File: src/rtl/flash_pkg.sv
package flash_pkg;

  typedef enum logic [1:0] {
    RATIO_1  = 2'b00,
    RATIO_2  = 2'b01,
    RATIO_4  = 2'b10,
    RATIO_16 = 2'b11
  } ratio_code_e;

  localparam int unsigned CNT_W    = 4;
  localparam int unsigned MAX_HALF = 8;

  // ticks per half period, minus one
  function automatic logic [CNT_W-1:0] half_minus_one(ratio_code_e code);
    case (code)
      RATIO_2:  return CNT_W'(0);
      RATIO_4:  return CNT_W'(1);
      RATIO_16: return CNT_W'(MAX_HALF - 1);
      default:  return CNT_W'(0);
    endcase
  endfunction

endpackage

File: src/rtl/flash_sync_edge.sv
module flash_sync_edge #(
  parameter int unsigned SYNC_STAGES = 2
) (
  input  logic clk_i,
  input  logic rst_ni,
  input  logic async_i,
  output logic sync_o,
  output logic tick_o
);

  logic [SYNC_STAGES-1:0] chain_q;
  logic                   prev_q;

  always_ff @(posedge clk_i or negedge rst_ni) begin
    if (!rst_ni) begin
      chain_q <= '0;
      prev_q  <= 1'b0;
    end else begin
      chain_q <= {chain_q[SYNC_STAGES-2:0], async_i};
      prev_q  <= chain_q[SYNC_STAGES-1];
    end
  end

  assign sync_o = chain_q[SYNC_STAGES-1];
  assign tick_o = sync_o & ~prev_q;

  p_single_tick_r10: assert property (@(posedge clk_i) disable iff (!rst_ni)
    tick_o |=> !tick_o);

endmodule

File: src/rtl/flash_divider.sv
module flash_divider
  import flash_pkg::*;
(
  input  logic        clk_i,
  input  logic        rst_ni,
  input  logic        tick_i,
  input  logic        sync_i,
  input  ratio_code_e code_i,
  output logic        phase_o
);

  logic [CNT_W-1:0] cnt_q;
  logic             phase_q;
  logic [CNT_W-1:0] limit;

  assign limit = half_minus_one(code_i);

  always_ff @(posedge clk_i or negedge rst_ni) begin
    if (!rst_ni) begin
      cnt_q   <= '0;
      phase_q <= 1'b1;
    end else if (code_i == RATIO_1) begin
      cnt_q <= '0;
    end else if (tick_i) begin
      if (cnt_q >= limit) begin
        cnt_q   <= '0;
        phase_q <= ~phase_q;
      end else begin
        cnt_q <= cnt_q + 1'b1;
      end
    end
  end

  // ratio 1 bypasses the register
  assign phase_o = (code_i == RATIO_1) ? sync_i : phase_q;

  p_ratio2_toggle_r5: assert property (@(posedge clk_i) disable iff (!rst_ni)
    (code_i == RATIO_2 && tick_i) |=> (phase_q != $past(phase_q)));

  p_hold_without_tick_r10: assert property (@(posedge clk_i) disable iff (!rst_ni)
    !tick_i |=> $stable(phase_q));

  p_cnt_bound_r7: assert property (@(posedge clk_i) disable iff (!rst_ni)
    cnt_q < CNT_W'(MAX_HALF));

endmodule

File: src/rtl/flash_gate.sv
module flash_gate #(
  parameter int unsigned WIDTH = 4
) (
  input  logic [WIDTH-1:0] data_i,
  input  logic [WIDTH-1:0] en_i,
  input  logic             phase_i,
  output logic [WIDTH-1:0] out_o
);

  for (genvar b = 0; b < WIDTH; b++) begin : g_ch
    assign out_o[b] = en_i[b] ? (data_i[b] & phase_i) : data_i[b];
  end

endmodule

File: src/rtl/flash_blink_gen.sv
module flash_blink_gen
  import flash_pkg::*;
#(
  parameter int unsigned CH_W        = 8,
  parameter int unsigned SYNC_STAGES = 2
) (
  input  logic            clk_i,
  input  logic            rst_ni,
  input  logic            flash_clk_i,
  input  logic [1:0]      ratio_lo_i,
  input  logic [1:0]      ratio_hi_i,
  input  logic [CH_W-1:0] data_i,
  input  logic [CH_W-1:0] pulse_en_i,
  output logic [CH_W-1:0] out_o
);

  localparam int unsigned NUM_NIB = 2;
  localparam int unsigned NIB_W   = CH_W / NUM_NIB;

  logic            flash_sync;
  logic            flash_tick;
  ratio_code_e     code   [NUM_NIB];
  logic [NUM_NIB-1:0] phase;
  logic [CH_W-1:0] phase_vec;

  assign code[0] = ratio_code_e'(ratio_lo_i);
  assign code[1] = ratio_code_e'(ratio_hi_i);

  flash_sync_edge #(.SYNC_STAGES(SYNC_STAGES)) u_sync (
    .clk_i   (clk_i),
    .rst_ni  (rst_ni),
    .async_i (flash_clk_i),
    .sync_o  (flash_sync),
    .tick_o  (flash_tick)
  );

  for (genvar n = 0; n < NUM_NIB; n++) begin : g_nib
    flash_divider u_div (
      .clk_i   (clk_i),
      .rst_ni  (rst_ni),
      .tick_i  (flash_tick),
      .sync_i  (flash_sync),
      .code_i  (code[n]),
      .phase_o (phase[n])
    );

    flash_gate #(.WIDTH(NIB_W)) u_gate (
      .data_i  (data_i[n*NIB_W +: NIB_W]),
      .en_i    (pulse_en_i[n*NIB_W +: NIB_W]),
      .phase_i (phase[n]),
      .out_o   (out_o[n*NIB_W +: NIB_W])
    );

    assign phase_vec[n*NIB_W +: NIB_W] = {NIB_W{phase[n]}};
  end

  p_dark_phase_r3: assert property (@(posedge clk_i) disable iff (!rst_ni)
    ((pulse_en_i & ~phase_vec & out_o) == '0));

  p_pass_disabled_r2: assert property (@(posedge clk_i) disable iff (!rst_ni)
    ((~pulse_en_i & (out_o ^ data_i)) == '0));

endmodule

File: config.mk
export PLATFORM = sky130hd
export DESIGN_NAME = flash_blink_gen
export DESIGN_NICKNAME = d
export VERILOG_FILES = /design/src/rtl/flash_pkg.sv /design/src/rtl/flash_sync_edge.sv /design/src/rtl/flash_divider.sv /design/src/rtl/flash_gate.sv /design/src/rtl/flash_blink_gen.sv
export SDC_FILE = /design/constraint.sdc
export NUM_CORES = 1
export LEC_CHECK = 0
export BUFFER_PORTS_ARGS = -buffer_cell sky130_fd_sc_hd__buf_2
export CAP_MARGIN = 20
export CORE_MARGIN = 2
export CORE_UTILIZATION = 35
export DETAILED_ROUTE_END_ITERATION = 6
export PLACE_DENSITY_LB_ADDON = 0.3
export SETUP_SLACK_MARGIN = 0.2
export SYNTH_ARGS = -nofsm -noshare
export SYNTH_HDL_FRONTEND = slang
export SYNTH_SLANG_ARGS = --single-unit
File: constraint.sdc
create_clock -name clk_i -period 1.9 [get_ports clk_i]
set_input_delay 0.095 -clock clk_i [delete_from_list [all_inputs] [get_ports clk_i]]
set_output_delay 0.095 -clock clk_i [all_outputs]
set_load 0.01 [all_outputs]
==> metrics.md <==
| Metric | Value |
|---|---|
| Status | `complete, no violations` |
| DR pass1 iterations | `4` |
| Fmax | `around 610 MHz` |
| CP endpoint kind | `flip-flop` |
| Worst setup SP type | `flip-flop` |
| Slew @ Worst Pin | `just over 0.6 ns` |
| First-pass GRT wire length | `2.794 mm` |
| Post-synth EDFFs | `0` |
| Fin Setup TNS | `0 ns` |
| Synth Instances | `84` |
| Ports | `31` |
| Longest Clk Path Bufs | `2` |
| Worst Path Required | `roughly 2.1 ns` |
| Hpwl dp | `1.325 mm` |
| Post-synth top cells | `dfrtp_1 (11), nand2_1 (11), a21boi_0 (8), ha_1 (8), nor2_1 (7)` |
| Slew headroom | `approximately three fifths` |
| RSZ-0062 raised after global routing | `false` |
| Skew final | `0.0003141 ns` |
| Hold path depth | `3` |
| Buffers added on ports | `30` |
| Initial DRC count | `8` |
| Final ANT Viol Nets | `0` |
| Routed WL | `~1.7 mm` |
| Min-delay src | `ratio_lo_i[0]` |
| Maximum vdd drop | `~380 uV` |
| Max-cap viol count | `0` |
| CTS root buf | `clkbuf_4` |
| Fillcell total | `between 200 and 250` |
| H-Tree Depth | `1` |
| Initial antenna violation count | `0` |
| R2r setup slk | `between 0.2 and 0.3 ns` |
| Vias/cell | `4.966` |
| Synth Cell Area | `795.8 um2` |
| Clock transition at the registers of the reported paths | `~0.08 ns` |
| End of the worst register-to-register path | `g_nib[0].u_div.cnt_q[3]$_DFFE_PN0P_` |
| Number of synthesized register bits | `13` |
| Ys flop type | `dfrtp_1` |
| Hold EP | `g_nib[0].u_div.cnt_q[2]$_DFFE_PN0P_` |
| Nets@finish | `151` |
| Tot Pwr | `between 0.0007 and 0.0008 W` |
| CP Class | `reg -> reg` |
| Leading area contributor after synthesis | `dfrtp_1` |
| Final core occ | `a little under half` |
| Pleak | `about 0.51 nW` |
| Final setup viols | `0` |
| Slew Viols, Final | `0` |
| Synth Warn # | `0` |
| Largest net degree at the start of global routing | `14` |
| Routed vias | `730` |
| Diode count | `0` |
| Type of the worst min-delay path | `in -> reg` |
| Core Region | `2191 um2` |
| Ys async rst share | `100.0%` |
| Layout cells sized above 1 | `a little over a third` |
| Vias in the first global route | `between 700 and 800` |
| Die Wd | `roughly 52 um` |
| CP startpoint | `g_nib[0].u_div.cnt_q[2]$_DFFE_PN0P_` |
| Fin area | `1049 um2` |
| Die area | `around 2700 um2` |
| Initial Utilization | `a little over a third` |
| Routed WL per cell | `11.69 um` |
| Top cell type's share of synthesized area | `between 30% and 40%` |
| RePlAce Congestion | `about 0.76` |
| RR Startpoint | `g_nib[0].u_div.cnt_q[2]$_DFFE_PN0P_` |
| Area contributors post-synth | `dfrtp_1 (35%), ha_1 (13%), a21boi_0 (7.5%)` |
| Chip Height | `51.68 um` |
| Clock tree from TritonCTS | `built` |
| Post-Synthesis Net Count | `115` |
| Crit path DAT | `1.83 ns` |
| Avg Inst Size Synth | `9.473 um2` |
| R2r worst-path depth | `5` |
| Count of different cell masters after synthesis | `24` |
| Fin crit share | `around 86%` |
| WHS | `approximately 0.17 ns` |
| Site row count | `17` |
| # DRC | `0` |
| Area delta synth->final | `31.76%` |
| Minimum clock period | `roughly 1.6 ns` |
| Placed Area | `between 900 and 1000 um2` |
| CTS Sinks | `13` |
| GRT Util Overall | `14.02%` |
| Clk_lat worst skew | `0.27 ns` |
| CTS Buf Count | `3` |
| Power density over the cells | `about 700 nW/um2` |
| Final hold vios | `0` |
| GRT overflow | `0` |
| Seq/Total Area, Yosys | `41.19%` |
| Largest fanout on the critical path | `5` |
-- power by group --
group,leakage (nW),total (W),internal (W),switching [W]
sequential,0.166,0.000357,0.000328,0.0000294
clock,0.0150,0.000169,0.0000812,0.0000880
combinational,0.325,0.000227,0.000113,0.000114
-- logic make-up (layout without fill, tap and decap cells) --
family | count (synthesis) | count (layout) | synth area share [%]
muxes | 2 | 2 | 2.516
AOI/OAI and AO/OA | 24 | 24 | 21.70
buffers and inverters | 6 | 41 | 3.145
and+or+nand+nor | 29 | 29 | 16.67
xor gates and xnor gates | 2 | 2 | 2.202
DFF | 13 | 13 | 41.19
adders and majority gates | 8 | 8 | 12.58
-- routing by layer --
layer | global-route usage [%] | vias up | routed length [um]
met5 | 0 | - | 0
met3 | 1.724 | 2 | 56
met4 | 6.579 | 0 | 16
met2 | 24.36 | 18 | 853
met1 | 17.18 | 337 | 791
li1 | - | 373 | -
-- critical path, stage by stage, from the launching register on --
cell,delay [ns]
dfrtp_1,0.44
ha_4,0.26
a211oi_2,0.23
o21ai_2,0.11
or3_1,0.38
a21oi_2,0.14
-- cell usage in the layout (no fill, tap or decap), types with 2 or more instances in the layout --
cell / netlist / layout
nor2b_1: 3 / 3
clkbuf_4: 0 / 3
ha_1: 8 / 7
o21ai_0: 2 / 2
nor2_1: 7 / 7
o22ai_1: 2 / 2
a211oi_1: 3 / 3
buf_4: 0 / 3
mux2i_1: 2 / 2
dfstp_2: 2 / 2
inv_1: 2 / 2
nand2_1: 11 / 11
nand3_1: 3 / 3
dlygate4sd3_1: 0 / 2
a2bb2oi_1: 3 / 3
or3_1: 3 / 3
xnor2_1: 2 / 2
a21oi_1: 3 / 2
a21boi_0: 8 / 8
dfrtp_1: 11 / 11
buf_2: 2 / 30
-- layout make-up --
cell class	instances	area [um2]	share of cell area [%]
tap	28	35.03	3.341
clock buffer	4	26.28	2.506
inverter	2	7.507	0.7160
multi-input combinational	65	459.2	43.79
sequential	13	327.8	31.26
timing repair buffer	35	192.7	18.38
-- how the worst max path moves through the flow --
stage / end / cells after the start
after floorplan: g_nib[0].u_div.cnt_q[3]$_DFFE_PN0P_ / 5
after global placement: g_nib[0].u_div.cnt_q[3]$_DFFE_PN0P_ / 5
after detailed placement: g_nib[1].u_div.cnt_q[0]$_DFFE_PN0P_ / 5
after CTS: g_nib[0].u_div.cnt_q[3]$_DFFE_PN0P_ / 5
after global routing: g_nib[0].u_div.cnt_q[3]$_DFFE_PN0P_ / 5
final: g_nib[0].u_div.cnt_q[3]$_DFFE_PN0P_ / 5
-- what timing repair did --
item,4_1_cts,5_1_grt
endpoints found under the hold margin,14,0
resized for setup,0,2
hold buffers,2,0
endpoints found under the setup margin,1,5
setup buffers,1,2
-- registers in the layout, indices dropped and copies added (netlist names) --
register	count
g_nib.u_div.cnt_q	8
u_sync.chain_q	2
g_nib.u_div.phase_q	2
u_sync.prev_q	1
-- stage by stage --
stage	setup slack, ns	cells
after floorplan	0.3209	84
after global placement	0.2906	138
after detailed placement	0.2223	138
after CTS	0.2120	145
after global routing	0.2119	147
final	0.2727	147
(Power assumes the default switching activity.)
